## src/rtl/isr_agg_pkg.sv

```systemverilog
package isr_agg_pkg;
  localparam int unsigned DATA_W = 32;

  localparam logic [6:0] OFS_GIE  = 7'h1C;
  localparam logic [6:0] OFS_STAT = 7'h20;
  localparam logic [6:0] OFS_EN   = 7'h28;

  localparam int unsigned B_TX_EMPTY   = 2;
  localparam int unsigned B_TX_UNDER   = 3;
  localparam int unsigned B_RX_FULL    = 4;
  localparam int unsigned B_RX_OVER    = 5;
  localparam int unsigned B_TX_HALF    = 6;
  localparam int unsigned B_RX_NEMPTY  = 8;
  localparam int unsigned B_GIE        = 31;

  localparam logic [DATA_W-1:0] STAT_MASK =
    (DATA_W'(1) << B_TX_EMPTY) | (DATA_W'(1) << B_TX_UNDER) |
    (DATA_W'(1) << B_RX_FULL)  | (DATA_W'(1) << B_RX_OVER)  |
    (DATA_W'(1) << B_TX_HALF)  | (DATA_W'(1) << B_RX_NEMPTY);

  function automatic logic [DATA_W-1:0] place(input logic bit_v, input int unsigned pos);
    return bit_v ? (DATA_W'(1) << pos) : '0;
  endfunction
endpackage

```

## src/rtl/isr_stat_reg.sv

```systemverilog
module isr_stat_reg
  import isr_agg_pkg::*;
#(
  parameter logic [DATA_W-1:0] MASK = STAT_MASK
) (
  input  logic              clk,
  input  logic              rst_n,
  input  logic              tgl_en,
  input  logic [DATA_W-1:0] tgl_val,
  input  logic [DATA_W-1:0] pulse_vec,
  input  logic [DATA_W-1:0] level_vec,
  input  logic              access,
  output logic [DATA_W-1:0] stat_q
);
  logic [DATA_W-1:0] toggled;
  logic [DATA_W-1:0] set_vec;
  logic [DATA_W-1:0] stat_d;

  always_comb begin
    toggled = tgl_en ? (stat_q ^ tgl_val) : stat_q;
    set_vec = pulse_vec | (access ? level_vec : '0);
    // events are applied after the toggle so a collision leaves the bit set
    stat_d  = (toggled | set_vec) & MASK;
  end

  always_ff @(posedge clk or negedge rst_n) begin
    if (!rst_n) stat_q <= '0;
    else        stat_q <= stat_d;
  end
endmodule

```

## src/rtl/isr_irq_gate.sv

```systemverilog
module isr_irq_gate
  import isr_agg_pkg::*;
(
  input  logic              clk,
  input  logic              rst_n,
  input  logic [DATA_W-1:0] stat,
  input  logic [DATA_W-1:0] en,
  input  logic              gie,
  output logic              irq_q
);
  logic hit;

  always_comb hit = gie && (|(stat & en));

  always_ff @(posedge clk or negedge rst_n) begin
    if (!rst_n) irq_q <= 1'b0;
    else        irq_q <= hit;
  end
endmodule

```

## src/rtl/isr_agg.sv

```systemverilog
module isr_agg
  import isr_agg_pkg::*;
#(
  parameter int unsigned ADDR_W = 7
) (
  input  logic              clk,
  input  logic              rst_n,
  input  logic [ADDR_W-1:0] reg_addr,
  input  logic              reg_wr,
  input  logic              reg_rd,
  input  logic [DATA_W-1:0] reg_wdata,
  output logic [DATA_W-1:0] reg_rdata,
  input  logic              ev_rx_nonempty,
  input  logic              ev_rx_full,
  input  logic              ev_rx_overrun,
  input  logic              ev_tx_empty,
  input  logic              ev_tx_half,
  input  logic              ev_tx_underrun,
  output logic              irq
);
  localparam logic [ADDR_W-1:0] A_GIE  = ADDR_W'(OFS_GIE);
  localparam logic [ADDR_W-1:0] A_STAT = ADDR_W'(OFS_STAT);
  localparam logic [ADDR_W-1:0] A_EN   = ADDR_W'(OFS_EN);

  logic              sel_gie, sel_stat, sel_en;
  logic [DATA_W-1:0] stat_q;
  logic [DATA_W-1:0] en_q;
  logic              gie_q;
  logic [DATA_W-1:0] pulse_vec;
  logic [DATA_W-1:0] level_vec;

  always_comb begin
    sel_gie  = (reg_addr == A_GIE);
    sel_stat = (reg_addr == A_STAT);
    sel_en   = (reg_addr == A_EN);
  end

  always_comb begin
    pulse_vec = place(ev_rx_overrun, B_RX_OVER) | place(ev_tx_empty, B_TX_EMPTY) |
                place(ev_tx_half, B_TX_HALF)    | place(ev_tx_underrun, B_TX_UNDER);
    level_vec = place(ev_rx_nonempty, B_RX_NEMPTY) | place(ev_rx_full, B_RX_FULL);
  end

  isr_stat_reg #(.MASK(STAT_MASK)) u_stat (
    .clk       (clk),
    .rst_n     (rst_n),
    .tgl_en    (reg_wr && sel_stat),
    .tgl_val   (reg_wdata),
    .pulse_vec (pulse_vec),
    .level_vec (level_vec),
    .access    (reg_wr || reg_rd),
    .stat_q    (stat_q)
  );

  always_ff @(posedge clk or negedge rst_n) begin
    if (!rst_n) begin
      en_q  <= '0;
      gie_q <= 1'b0;
    end else if (reg_wr) begin
      if (sel_en)  en_q  <= reg_wdata & STAT_MASK;
      if (sel_gie) gie_q <= reg_wdata[B_GIE];
    end
  end

  always_comb begin
    unique case (1'b1)
      sel_gie:  reg_rdata = place(gie_q, B_GIE);
      sel_stat: reg_rdata = stat_q;
      sel_en:   reg_rdata = en_q;
      default:  reg_rdata = '0;
    endcase
  end

  isr_irq_gate u_irq (
    .clk   (clk),
    .rst_n (rst_n),
    .stat  (stat_q),
    .en    (en_q),
    .gie   (gie_q),
    .irq_q (irq)
  );
endmodule

```

## config.mk

```make
export PLATFORM = sky130hd
export DESIGN_NAME = isr_agg
export DESIGN_NICKNAME = d
export VERILOG_FILES = /design/src/rtl/isr_agg_pkg.sv /design/src/rtl/isr_stat_reg.sv /design/src/rtl/isr_irq_gate.sv /design/src/rtl/isr_agg.sv
export SDC_FILE = /design/constraint.sdc
export NUM_CORES = 1
export LEC_CHECK = 0
export ABC_AREA = 1
export BUFFER_PORTS_ARGS = -buffer_cell sky130_fd_sc_hd__buf_4
export CORE_UTILIZATION = 36
export DETAILED_ROUTE_END_ITERATION = 8
export PLACE_DENSITY = 0.8
export SYNTH_ARGS = -nofsm -noshare
export SYNTH_HDL_FRONTEND = slang
export SYNTH_SLANG_ARGS = --single-unit
```

## constraint.sdc

```tcl
create_clock -name clk -period 0.85 [get_ports clk]
set_input_delay 0.1275 -clock clk [delete_from_list [all_inputs] [get_ports clk]]
set_output_delay 0.1275 -clock clk [all_outputs]
set_load 0.05 [all_outputs]
```

==> flow_summary.yaml, run 1 <==
synthesis:
  synth.area.top_cells: "dfrtp_1 (32%), buf_4 (18%), nand2_1 (12%)"
  synth_top_area_share_pct: 31.8
  synth_xor_area_share_pct: 4.77
  synth_largest_area_cell: "dfrtp_1"
  synthArstFlopShare_pct: 100
  synth_mux_area_share_pct: 0
  yosysWarnings: 0
  synth_compound_area_share_pct: 6.70
  synth_cell_types: 17
  synthAdderAreaFrac_pct: 0
  ys_ff_latch: 14
  synth_edf_count: 0
  syn_area_um2: 1100
  ys_top_cells_by_count: "nand2_1 (34), buf_4 (26), nand3_1 (21)"
  synth_area_per_cell_um2: 7.40
  synth_top_family_by_area: "simple AND/OR/NAND/NOR gates"
  syn_inst: 149
  synthSimpleGateAreaFrac_pct: 30.8
  synth_ff_type: "dfrtp_1"
  yosysMostFrequentCell: "nand2_1"
  ys_seq_area_share_pct: 31.8
cells_and_area:
  multiInputGateArea_um2: 855
  drive_above_1_share_pct: 57.3
  final_cell_area_um2: 1930
  area_delta_synth_final_pct: 75.5
  final_core_util_pct: 68.4
  fillers: 237
  ff_latch_area_um2: 357
  final_net_count: 262
  fin_cells: 242
  diodes: 0
cts:
  tritoncts: "yes"
  clk_pin_slew_ns: 0.09
  root_buffer: "clkbuf_4"
  cts_buffer_depth: 2
  clk_latency_ns: 0.29
  htreeDepth: 1
  cts_buffers: 3
  cts_sinks: 14
placement:
  dp_cells: 225
  hpwlAfterDp_um: 1870
  pre_cts_slack_ns: -0.400
  finalWeightedCongestion: 0.752
  placed_area_um2: 1580
  numPortBuffers: 31
global_route:
  grt_pass1_wl_um: 4300
  grt_pass1_vias: 1005
  grt_max_degree: 15
  grt_overflow: 0
  antenna_found_initial: 0
  grtUsageTotal_pct: 17.4
timing:
  finClkSkew_ns: 0.00881
  maxSlewViolCount: 0
  finalWorstSetupSlack_ns: -0.296
  finalSetupViolations: 17
  hold_viol: 0
  fin_crit_sh_pct: 135
  min_period_ns: 1.15
  fmax_mhz: 873
  rsz0062_at_grt: "true"
route:
  drc: 4
  wl_met2_um: 1450
  viasPerCell: 4.38
  highest-signal-layer: "met4"
  ant_nets: 0
  totalWireLength_um: 2720
  met1_length_um: 1080
  drtIter0Drc: 32
  drt_first_pass_iters: 8
  via_count: 1059
  wl_per_cell_um: 11.2
  met3WireLength_um: 145
floorplan:
  dieArea_um2: 3290
  rows: 19
  core-area_um2: 2830
  ios: 82
  initial_core_util_pct: 39.0
  die_w_um: 57.3
  die_h_um: 57.3
critical_path:
  critPathRequiredTime_ns: 0.72
  cp-end-kind: "output pin"
  crit_type: "flip-flop to output pin"
  r2r_setup_slack_ns: -0.15
  startpoint_type: "flip-flop"
  critical_path.max_fanout: 2
  cp_data_arrival_time_ns: 1.02
power:
  switching_power_mw: 0.716
  clock_power_share_pct: 21.4
  ir_drop_uv: 742
  combPwrFrac_pct: 38.7
  p_int_mw: 1.11
  power.density_nw_per_um2: 943
  switching_share_pct: 39.2
  finalPower_mw: 1.82
  p_leak_nw: 0.916
  p_seq_share_pct: 39.9
status:
  status: "finished, violations left"
  violations: "design-rule violations, negative setup slack"
worst_hold_path:
  hold_class: "primary input to flip-flop"
job:
  timing.max_cap.violations: 0
-- metal layers --
layer	vias up	global-route usage, %
met3	5	3.40
met4	0	7.32
li1	538	-
met1	477	20.1
met5	-	0
met2	39	31.3
-- path summary, 6_finish.rpt --
| check | start | end | cells after the start |
|---|---|---|---|
| setup / recovery | en_q[8] | reg_rdata[8] | 3 |
| hold / removal | ev_tx_half | u_stat.stat_q[6] | 3 |
| setup reg to reg | u_stat.stat_q[8] | u_stat.stat_q[8] | 4 |
| hold reg to reg | gie_q | gie_q | 2 |
| max in group asynchronous | rst_n | u_stat.stat_q[5] | 2 |
| min in group asynchronous | rst_n | u_irq.irq_q | 2 |
-- power groups by stage --
stage	clock [mW]	combinational [mW]	sequential (mW)
6_report	0.390	0.707	0.728
4_1_cts	0.386	0.671	0.727
5_1_grt	0.430	0.753	0.731
3_3_place_gp	0	0.608	0.727
3_5_place_dp	0	0.616	0.729
2_1_floorplan	0	0.477	0.740
-- registers in the layout, indices dropped and copies added (netlist names) --
| name | count |
|---|---|
| u_irq.irq_q | 1 |
| u_stat.stat_q | 6 |
| gie_q | 1 |
| en_q | 6 |
-- worst max-delay path: stages, from the launching register on --
cell	delay, ns
dfrtp_1	0.41
nand3_4	0.12
nand2_8	0.05
buf_8	0.14
-- final cells by class --
class,count,share of cell area (%)
Multi-Input combinational cell,113,44.2
Timing Repair Buffer,62,30.5
Sequential cell,14,18.4
Inverter,19,3.69
Tap cell,31,2.01
Clock buffer,3,1.16
-- repair_timing --
action                                  4_1_cts  5_1_grt
endpoints found under the setup margin       16       21
cloned                                        0        1
resized for setup                            38       19
pin swaps                                    11       28
hold buffers                                  1        0
buffers inserted                             12        3
endpoints found under the hold margin        14        0
-- through the flow --
stage | hold slack (ns) | setup TNS (ns)
2_1_floorplan | -0.168 | -0.241
3_3_place_gp | -0.0150 | -6.05
4_1_cts | 0.0354 | -3.12
5_1_grt | 0.0320 | -3.51
6_report | 0.0308 | -2.85
3_5_place_dp | -0.00845 | -6.59
-- kinds of logic after synthesis --
| kind of cell | after synthesis |
|---|---|
| buffers and inverters | 47 |
| AND/OR/NAND/NOR | 71 |
| flip-flops | 14 |
| AO/OA/AOI/OAI | 10 |
| other | 1 |
| XOR/XNOR | 6 |
-- cell usage in the layout, fill, tap and decap left out --
| master | count |
|---|---|
| nand3_2 | 2 |
| nor2_1 | 1 |
| dfrtp_1 | 9 |
| nor2_4 | 7 |
| dfrtp_2 | 5 |
| xor2_2 | 1 |
| conb_1 | 25 |
| nand2_8 | 6 |
| buf_4 | 39 |
| o21ai_0 | 3 |
| nand2_1 | 17 |
| buf_6 | 14 |
| inv_1 | 14 |
| nand3_1 | 14 |
| nand2_4 | 7 |
| a31oi_1 | 1 |
| dlygate4sd3_1 | 1 |
| xor2_1 | 5 |
| nand2_2 | 10 |
| buf_8 | 6 |
| o21ai_2 | 6 |
| nor2_2 | 1 |
| clkbuf_4 | 3 |
| buf_12 | 2 |
| nand3_4 | 7 |
| inv_2 | 5 |
Power figures use the tool's default switching activity.
==> run 2: changes to the inputs <==
Settings changed: REMOVE_ABC_BUFFERS set to 1.
==> run 2 against run 1 <==
The run still ends with design-rule violations, negative setup slack left. Sequential power is 1% lower. Die area stayed put. Total power is 5.9% higher. First-iteration DRC count is 3.1% higher. Cell area is 5.7% lower. Clock skew is 0.0038 ns higher. Sequential share of layout area is 0.77 points higher. Critical path depth stayed put. Routed wire length is 7.5% higher. Highest routed layer unchanged.
==> flow_summary.yaml, run 2 (synthesized netlist as in run 1, its figures left out) <==
route:
  drt_first_pass_iters: 6
  via_count: 1099
  totalWireLength_um: 2920
  wl_per_cell_um: 11.9
  viasPerCell: 4.47
  ant_nets: 0
  drtIter0Drc: 33
  drc: 5
floorplan:
  rows: 19
  dieArea_um2: 3290
  core-area_um2: 2830
  die_h_um: 57.3
  initial_core_util_pct: 39.0
  ios: 82
  die_w_um: 57.3
placement:
  dp_cells: 220
  hpwlAfterDp_um: 1720
  numPortBuffers: 31
  finalWeightedCongestion: 0.828
cells_and_area:
  fillers: 242
  diodes: 0
  final_common_cell: "buf_4"
  layout_common_cells: "buf_4 (37), conb_1 (25), nand2_2 (20), buf_6 (20), nand2_1 (18)"
  area_delta_synth_final_pct: 65.5
  reg_top3: "en_q (6), u_stat.stat_q (6)"
  fin_cells: 246
  drive_above_1_share_pct: 54.4
  final_net_count: 265
  final_core_util_pct: 64.5
critical_path:
  cp-end-kind: "output pin"
  path_buf_inv: 1
  r2r_start: "en_q[3]"
  crit_type: "flip-flop to output pin"
  cp_data_arrival_time_ns: 1.05
  startpoint_type: "flip-flop"
  slowest_delay_ns: 0.42
  crit_chain: "nand3_2 -> nand2_2 -> buf_8"
  crit_path_top_delay_cell: "dfrtp_1"
  r2r_setup_slack_ns: -0.29
  critical_path.max_fanout: 2
  r2r-end: "u_irq.irq_q"
  critPathRequiredTime_ns: 0.72
  reg2reg_depth: 6
  critPathTopFamily: "flip-flops"
global_route:
  antenna_found_initial: 0
  grt_max_degree: 15
  grt_overflow: 0
  grt_pass1_wl_um: 4060
  grtUsageTotal_pct: 16.1
  grt_pass1_vias: 984
timing:
  finalSetupViolations: 18
  finalWorstSetupSlack_ns: -0.326
  min_period_ns: 1.18
  fmax_mhz: 850
  whs_ns: 0.0317
  fin_crit_sh_pct: 138
  maxSlewViolCount: 0
  hold_viol: 0
  finClkSkew_ns: 0.0126
  rsz0062_at_grt: "true"
job:
  timing.max_cap.violations: 0
cts:
  clk_latency_ns: 0.29
  cts_buffer_depth: 2
  cts_sinks: 14
  root_buffer: "clkbuf_4"
  htreeDepth: 1
  clk_pin_slew_ns: 0.10
  tritoncts: "yes"
  cts_buffers: 3
status:
  violations: "design-rule violations, negative setup slack"
  status: "finished, violations left"
worst_hold_path:
  hold_path_depth: 3
  min_from: "ev_tx_underrun"
  hold_class: "primary input to flip-flop"
  min_to: "u_stat.stat_q[3]"
power:
  p_leak_nw: 0.920
  power.density_nw_per_um2: 1060
  ir_drop_uv: 597
-- run 2: how the worst max path moves through the flow --
stage / startpoint / to / slack, ns / cells after the start
after CTS: en_q[2] / reg_rdata[2] / -0.27 / 3
after global placement: reg_addr[4] / u_stat.stat_q[8] / -0.31 / 7
final: en_q[3] / reg_rdata[3] / -0.33 / 3
after detailed placement: reg_addr[4] / u_stat.stat_q[8] / -0.33 / 7
after floorplan: reg_addr[0] / reg_rdata[31] / -0.35 / 5
after global routing: en_q[3] / reg_rdata[3] / -0.35 / 3
-- run 2: worst min-delay path: stages --
cell     delay, ns
buf_4         0.07
inv_1         0.04
nand3_2       0.06
-- run 2: cell type report --
class | instances | area (µm²) | share of cell area [%]
Multi-Input combinational cell | 113 | 697 | 38.2
Timing Repair Buffer | 65 | 628 | 34.4
Sequential cell | 14 | 350 | 19.2
Inverter | 19 | 73.8 | 4.05
Tap cell | 31 | 38.8 | 2.13
Clock buffer | 4 | 36.3 | 1.99
-- run 2: what timing repair did --
action / CTS / global route
setup buffers: 14 / 12
hold buffers: 1 / 0
hold endpoints to repair: 14 / 0
setup endpoints to repair: 15 / 19
cloned: 0 / 1
gates resized for setup: 30 / 42
pin swaps: 15 / 35
-- run 2: metal layers --
metal	vias to the layer above	global-route usage (%)	wire (µm)
li1	543	-	-
met1	510	20.4	1160
met2	44	27.9	1590
met3	2	3.17	154
met4	0	4.18	11
met5	-	0	0
-- run 2: through the flow --
| stage | cell area [µm²] | TNS, ns | setup slack, ns | power [mW] |
|---|---|---|---|---|
| 3_3_place_gp | 1350 | -4.93 | -0.309 | 1.27 |
| 3_5_place_dp | 1350 | -5.16 | -0.332 | 1.28 |
| 4_1_cts | 1600 | -2.61 | -0.274 | 1.84 |
| 5_1_grt | 1820 | -3.35 | -0.349 | 2.01 |
| 6_report | 1820 | -2.70 | -0.326 | 1.93 |
| 2_1_floorplan | 981 | -2.08 | -0.347 | 1.10 |
-- run 2: where the power goes --
group	total [mW]	switching (mW)	internal, mW
clock network	0.505	0.244	0.261
registers	0.721	0.0248	0.697
logic	0.706	0.462	0.244
total	1.93	0.730	1.20
